**config.mk**
```make
export PLATFORM = sky130hd
export DESIGN_NAME = tpg_pixel_source
export DESIGN_NICKNAME = d
export VERILOG_FILES = /design/src/rtl/tpg_pkg.sv /design/src/rtl/tpg_regs.sv /design/src/rtl/tpg_edges.sv /design/src/rtl/tpg_checker_gen.sv /design/src/rtl/tpg_grad_gen.sv /design/src/rtl/tpg_pixel_source.sv
export SDC_FILE = /design/constraint.sdc
export NUM_CORES = 1
export LEC_CHECK = 0
export BUFFER_PORTS_ARGS = -buffer_cell sky130_fd_sc_hd__clkbuf_2
export CAP_MARGIN = 15
export CORE_ASPECT_RATIO = 1.75
export CORE_MARGIN = 5
export CORE_UTILIZATION = 54
export DETAILED_ROUTE_END_ITERATION = 10
export PLACE_DENSITY = 0.76
export RECOVER_POWER = 25
export SLEW_MARGIN = 10
export SYNTH_ARGS = -nofsm -noshare
export SYNTH_HDL_FRONTEND = slang
export SYNTH_SLANG_ARGS = --single-unit
```
**constraint.sdc**
```tcl
create_clock -name clk -period 3 [get_ports clk]
set_input_delay 0.45 -clock clk [delete_from_list [all_inputs] [get_ports clk]]
set_output_delay 0.45 -clock clk [all_outputs]
set_load 0.02 [all_outputs]
```
**src/rtl/tpg_pkg.sv**
```systemverilog
package tpg_pkg;
  localparam int CH_W   = 8;
  localparam int NCH    = 3;
  localparam int PIX_W  = CH_W * NCH;
  localparam int CNT_W  = 8;
  localparam int ADDR_W = 3;

  typedef enum logic [1:0] {
    TPG_OFF      = 2'd0,
    TPG_CHECKER  = 2'd1,
    TPG_GRADIENT = 2'd2,
    TPG_RSVD     = 2'd3
  } tpg_mode_e;

  localparam logic [ADDR_W-1:0] A_MODE  = 3'd0;
  localparam logic [ADDR_W-1:0] A_COLA  = 3'd1;
  localparam logic [ADDR_W-1:0] A_COLB  = 3'd2;
  localparam logic [ADDR_W-1:0] A_RUNA  = 3'd3;
  localparam logic [ADDR_W-1:0] A_RUNB  = 3'd4;
  localparam logic [ADDR_W-1:0] A_ALT   = 3'd5;
  localparam logic [ADDR_W-1:0] A_STEP  = 3'd6;

  localparam logic [CNT_W-1:0] RUN_DEF  = 8'h3C;
  localparam logic [CNT_W-1:0] ALT_DEF  = 8'h3C;
  localparam logic [CH_W-1:0]  STEP_DEF = 8'h10;

  // A programmed count of zero behaves as one.
  function automatic logic [CNT_W:0] eff_len(input logic [CNT_W-1:0] v);
    return (v == '0) ? (CNT_W+1)'(1) : {1'b0, v};
  endfunction

  // Gradient advance, modulo the channel width.
  function automatic logic [CH_W-1:0] grad_next(input logic [CH_W-1:0] v,
                                               input logic [CH_W-1:0] s);
    return v + s;
  endfunction
endpackage

```
**src/rtl/tpg_regs.sv**
```systemverilog
module tpg_regs
  import tpg_pkg::*;
(
  input  logic              clk,
  input  logic              rst_n,
  input  logic              wr_en,
  input  logic [ADDR_W-1:0] wr_addr,
  input  logic [PIX_W-1:0]  wr_data,
  output tpg_mode_e         mode,
  output logic [PIX_W-1:0]  col_a,
  output logic [PIX_W-1:0]  col_b,
  output logic [CNT_W-1:0]  run_a,
  output logic [CNT_W-1:0]  run_b,
  output logic [CNT_W-1:0]  alt,
  output logic [CH_W-1:0]   step
);
  always_ff @(posedge clk) begin
    if (!rst_n) begin
      mode  <= TPG_OFF;
      col_a <= '0;
      col_b <= '0;
      run_a <= RUN_DEF;
      run_b <= RUN_DEF;
      alt   <= ALT_DEF;
      step  <= STEP_DEF;
    end else if (wr_en) begin
      case (wr_addr)
        A_MODE: mode  <= tpg_mode_e'(wr_data[1:0]);
        A_COLA: col_a <= wr_data;
        A_COLB: col_b <= wr_data;
        A_RUNA: run_a <= wr_data[CNT_W-1:0];
        A_RUNB: run_b <= wr_data[CNT_W-1:0];
        A_ALT:  alt   <= wr_data[CNT_W-1:0];
        A_STEP: step  <= wr_data[CH_W-1:0];
        default: ;
      endcase
    end
  end
endmodule

```
**src/rtl/tpg_edges.sv**
```systemverilog
module tpg_edges #(
  parameter int N = 2
) (
  input  logic         clk,
  input  logic         rst_n,
  input  logic [N-1:0] sig,
  output logic [N-1:0] rise,
  output logic [N-1:0] fall
);
  logic [N-1:0] sig_q;

  for (genvar i = 0; i < N; i++) begin : g_edge
    always_ff @(posedge clk) begin
      if (!rst_n) sig_q[i] <= 1'b0;
      else        sig_q[i] <= sig[i];
    end
    assign rise[i] = sig[i] & ~sig_q[i];
    assign fall[i] = ~sig[i] & sig_q[i];
  end
endmodule

```
**src/rtl/tpg_checker_gen.sv**
```systemverilog
module tpg_checker_gen
  import tpg_pkg::*;
(
  input  logic             clk,
  input  logic             rst_n,
  input  logic             de_i,
  input  logic             frame_start,
  input  logic             line_start,
  input  logic             line_end,
  input  logic [PIX_W-1:0] col_a,
  input  logic [PIX_W-1:0] col_b,
  input  logic [CNT_W-1:0] run_a,
  input  logic [CNT_W-1:0] run_b,
  input  logic [CNT_W-1:0] alt,
  output logic [PIX_W-1:0] pix
);
  logic           phase_q;
  logic [CNT_W:0] line_cnt_q;
  logic           sel_q;
  logic [CNT_W:0] run_q;

  logic           sel_now;
  logic [CNT_W:0] idx_now;
  logic [CNT_W:0] len_now;
  logic           run_done;
  logic           phase_flip;

  always_comb begin
    sel_now    = line_start ? phase_q : sel_q;
    idx_now    = line_start ? '0 : run_q;
    len_now    = eff_len(sel_now ? run_b : run_a);
    run_done   = (idx_now + 1'b1) >= len_now;
    phase_flip = (line_cnt_q + 1'b1) >= eff_len(alt);
  end

  assign pix = sel_now ? col_b : col_a;

  // Line phase: which colour each line starts with.
  always_ff @(posedge clk) begin
    if (!rst_n || frame_start) begin
      phase_q    <= 1'b0;
      line_cnt_q <= '0;
    end else if (line_end) begin
      if (phase_flip) begin
        phase_q    <= ~phase_q;
        line_cnt_q <= '0;
      end else begin
        line_cnt_q <= line_cnt_q + 1'b1;
      end
    end
  end

  // Horizontal run tracking.
  always_ff @(posedge clk) begin
    if (!rst_n) begin
      sel_q <= 1'b0;
      run_q <= '0;
    end else if (de_i) begin
      if (run_done) begin
        sel_q <= ~sel_now;
        run_q <= '0;
      end else begin
        sel_q <= sel_now;
        run_q <= idx_now + 1'b1;
      end
    end
  end

  AST_PHASE_AT_LINE_END: assert property (@(posedge clk) disable iff (!rst_n)
    !$stable(phase_q) |-> ($past(line_end) || $past(frame_start)));
  AST_FRAME_CLEARS: assert property (@(posedge clk) disable iff (!rst_n)
    frame_start |=> (phase_q == 1'b0 && line_cnt_q == '0));
endmodule

```
**src/rtl/tpg_grad_gen.sv**
```systemverilog
module tpg_grad_gen
  import tpg_pkg::*;
(
  input  logic             clk,
  input  logic             rst_n,
  input  logic             de_i,
  input  logic             frame_start,
  input  logic             line_start,
  input  logic [CH_W-1:0]  step,
  output logic [PIX_W-1:0] pix
);
  logic [CH_W-1:0] g_q;
  logic [CH_W-1:0] g_now;

  assign g_now = line_start ? '0 : g_q;

  always_ff @(posedge clk) begin
    if (!rst_n || frame_start) g_q <= '0;
    else if (de_i)             g_q <= grad_next(g_now, step);
  end

  for (genvar c = 0; c < NCH; c++) begin : g_ch
    assign pix[c*CH_W +: CH_W] = g_now;
  end

  AST_GRAD_STEP: assert property (@(posedge clk) disable iff (!rst_n)
    (de_i && $past(de_i) && !$past(frame_start)) |->
      (g_now == CH_W'($past(g_now) + $past(step))));
endmodule

```
**src/rtl/tpg_pixel_source.sv**
```systemverilog
module tpg_pixel_source
  import tpg_pkg::*;
(
  input  logic              clk,
  input  logic              rst_n,
  input  logic              vs_i,
  input  logic              de_i,
  input  logic              wr_en_i,
  input  logic [ADDR_W-1:0] wr_addr_i,
  input  logic [PIX_W-1:0]  wr_data_i,
  output logic [PIX_W-1:0]  pix_o,
  output logic              pix_de_o
);
  tpg_mode_e        mode;
  logic [PIX_W-1:0] col_a, col_b;
  logic [CNT_W-1:0] run_a, run_b, alt;
  logic [CH_W-1:0]  step;

  logic [1:0] rise, fall;
  logic frame_start, line_start, line_end;
  logic [PIX_W-1:0] chk_pix, grad_pix, sel_pix;

  tpg_regs u_regs (
    .clk(clk), .rst_n(rst_n), .wr_en(wr_en_i), .wr_addr(wr_addr_i),
    .wr_data(wr_data_i), .mode(mode), .col_a(col_a), .col_b(col_b),
    .run_a(run_a), .run_b(run_b), .alt(alt), .step(step)
  );

  tpg_edges #(.N(2)) u_edges (
    .clk(clk), .rst_n(rst_n), .sig({de_i, vs_i}), .rise(rise), .fall(fall)
  );

  assign frame_start = rise[0];
  assign line_start  = rise[1];
  assign line_end    = fall[1];

  tpg_checker_gen u_chk (
    .clk(clk), .rst_n(rst_n), .de_i(de_i), .frame_start(frame_start),
    .line_start(line_start), .line_end(line_end), .col_a(col_a),
    .col_b(col_b), .run_a(run_a), .run_b(run_b), .alt(alt), .pix(chk_pix)
  );

  tpg_grad_gen u_grad (
    .clk(clk), .rst_n(rst_n), .de_i(de_i), .frame_start(frame_start),
    .line_start(line_start), .step(step), .pix(grad_pix)
  );

  always_comb begin
    case (mode)
      TPG_CHECKER:  sel_pix = chk_pix;
      TPG_GRADIENT: sel_pix = grad_pix;
      default:      sel_pix = '0;
    endcase
  end

  always_ff @(posedge clk) begin
    if (!rst_n) begin
      pix_o    <= '0;
      pix_de_o <= 1'b0;
    end else begin
      pix_o    <= de_i ? sel_pix : '0;
      pix_de_o <= de_i;
    end
  end

  AST_BLANK_ZERO: assert property (@(posedge clk) disable iff (!rst_n)
    !de_i |=> (pix_o == '0));
  AST_DE_DELAY: assert property (@(posedge clk) disable iff (!rst_n)
    1'b1 |=> (pix_de_o == $past(de_i)));
  AST_OFF_ZERO: assert property (@(posedge clk) disable iff (!rst_n)
    (mode == TPG_OFF || mode == TPG_RSVD) |=> (pix_o == '0));
endmodule

```
==> out/qor.yml <==
status:
  status: "completed"
placed_design:
  gp_congestion: 0.8998
  dp_hpwl_mm: 11.87
  preCtsSetupSlack_ps: -118.6
  port_buffers: 56
setup_path:
  worst_ep_arrival_time_ps: 3140
  critPathLaunchType: "flop"
  cp.required_ps: 3350
  rr_worst_depth: 11
  cp-end-kind: "flop"
  critPathKind: "flop to flop"
  path_max_fanout: 7
clock_tree:
  clock-sinks: 136
  path_clk_slew_ps: 60
  htreeDepth: 4
  worstSkewPairLatency_ps: 420
  clk_path_buf_depth: 2
  cts_tree: "built"
  cts_buffers: 17
  clock-root-buffer: "clkbuf_16"
floorplan:
  ios: 57
  die-width_microns: 92.43
  start_util: 0.5514
  coreArea_sq_um: 11650
  die_area_sq_um: 14260
  die_y_microns: 154.3
  rows: 52
synth:
  ys_seq_area_frac: 0.4240
  synth-edff-count: 0
  synth_area_sq_um: 6421
  yosysTopAreaCellShare: 0.4240
  ys_seq_elements: 136
  synth.avg_cell_area_sq_um: 8.438
  synthArstFlopShare: 0
  syn_inst: 761
  syn_nets: 821
  yosys.area.top_type: "dfxtp_1"
  yosys_warnings: 0
  synth.area.top_cells: "dfxtp_1, nand2_1, a21boi_0, ha_1, mux2_1"
  ys.flop_type: "dfxtp_1"
  synth.distinct_cells: 50
global_route:
  grt-ovfl-total: 0
  antenna_found_initial: 0
  grt_pass1_wl_mm: 28.06
  grt_max_degree: 67
  grt_pass1_vias: 5911
  track_usage: 0.2466
route:
  post_drt_wl_per_cell_microns: 17.49
  antenna_left: 0
  drt_drc_violations_left: 0
  routed_wl_mm: 16.95
  drt_iter0_drc: 349
  vias: 5609
  firstDrtPassIters: 5
  viasPerCell: 5.788
timing:
  rsz0062_at_grt: "false"
  fmax_mhz: 359.2
  setup_viol: 0
  fin_crit_ps: 2784
  hold_ws_ps: 267.4
  final_max_slew_viol_count: 0
  timing.setup.tns_ps: 0
  maxSlewHeadroom: 0.2512
  worstMarginPinSlew_ps: 1123
  period_share: 0.9279
  setup_slack_ps: 216.2
  skew_ps: 8.887
  hold_violations: 0
cells_and_area:
  fin_nets: 881
  drive_above_1_share: 0.1235
  syn2layout_area_growth_pct: 17.38
  n_antenna_cell: 0
power:
  ir_drop_uv: 405.1
  power_leakage_nw: 2.981
  p_per_area_nw_per_um2: 585.8
worst_hold_path:
  holdPathStages: 2
  hp-class: "primary input to flop"
job:
  max-cap-violations: 0
## cells in the mapped netlist (4+ instances only)
library cell,instances
nor2_1,24
nand2b_1,7
mux2_1,19
a21oi_1,39
nand3_1,24
ha_1,27
nand4_1,6
o21ai_0,11
dfxtp_1,136
nor3_1,7
mux2_2,5
or3_1,6
nand2_1,211
a22o_1,11
a21boi_0,68
o211ai_1,5
mux2i_1,16
xnor2_1,13
xor2_1,4
inv_1,19
and2_1,12
and3_1,5
nor2b_1,13
clkbuf_1,33
## logic make-up (layout without fill, tap and decap cells)
group / Yosys count / in the layout / synth area share
adders and majority gates: 28 / 28 / 0.05573
and+or+nand+nor: 326 / 326 / 0.2247
buffers and inverters: 58 / 131 / 0.03683
xor gates and xnor gates: 17 / 17 / 0.02319
muxes: 41 / 41 / 0.07054
AOI/OAI and AO/OA: 155 / 155 / 0.1650
DFF: 136 / 136 / 0.4240
## sequential cells by signal, indices dropped and copies added (netlist names)
signal,count
u_regs.run_b,8
u_chk.line_cnt_q,9
u_regs.alt,8
u_regs.step,8
u_grad.g_q,8
u_chk.sel_q,1
u_chk.phase_q,1
pix_o,24
u_regs.col_b,24
u_regs.col_a,24
u_edges.sig_q,2
u_chk.run_q,9
u_regs.mode,2
u_regs.run_a,8
## worst paths after layout
kind / slack [ps] / startpoint / end
max: 220 / u_chk.line_cnt_q[0] / u_chk.line_cnt_q[0]
min: 270 / vs_i / u_edges.sig_q[0]
max reg2reg: 220 / u_chk.line_cnt_q[0] / u_chk.line_cnt_q[0]
min reg2reg: 470 / u_regs.col_b[16] / u_regs.col_b[16]
## power breakdown
part           internal [mW]  switching [mW]
clock                   1.47           0.826
sequential              1.84          0.0210
combinational          0.103           0.157
## area by class of cell
type	count	area, sq um
sequential	136	2724
inverter	20	75.07
tap	135	168.9
multi-input combinational	567	3480
fill	977	4109
timing repair buffer	79	435.4
clock inverter	12	187.7
clock buffer	20	466.7
## layout by cell type (no fill, tap or decap), drive strengths merged, types with 13 or more instances in the layout
cell    instances
nand3          24
dfxtp         136
inv            22
a21oi          39
a21boi         68
clkbuf         77
nor2           24
xnor2          13
o21ai          13
ha             27
nor2b          13
nand2         211
mux2           24
buf            22
mux2i          17
## timing repair
action | 4_1_cts | 5_1_grt
resized for setup | 0 | 7
hold buffers | 0 | 0
endpoints found under the setup margin | 0 | 13
buffers inserted | 0 | 2
## stage by stage
step	instances	power [mW]	utilization	area, sq um
after floorplan	761	2.052	-	6422
after global placement	935	2.139	0.5897	6868
after detailed placement	935	2.150	0.5897	6868
after CTS	967	4.428	0.6459	7522
after global routing	969	4.542	0.6472	7537
final	969	4.415	0.6472	7537
## metal layers
metal,GRT usage,up-vias,part of all wire
li1,-,2723,-
met1,0.2475,2668,0.37
met2,0.4640,167,0.55
met3,0.04813,51,0.042
met4,0.1375,0,0.042
met5,0,-,0
## critical path, stage by stage, from the launching register on
cell      delay, ps
dfxtp_1         430
ha_1            260
nand3_1         140
clkinv_1         90
nand3_1         130
xnor2_1         220
ha_1            270
nor2b_1         130
o21ai_0         320
nand3_2         230
or3_1           350
a21oi_1         140
Power figures use the tool's default switching activity.
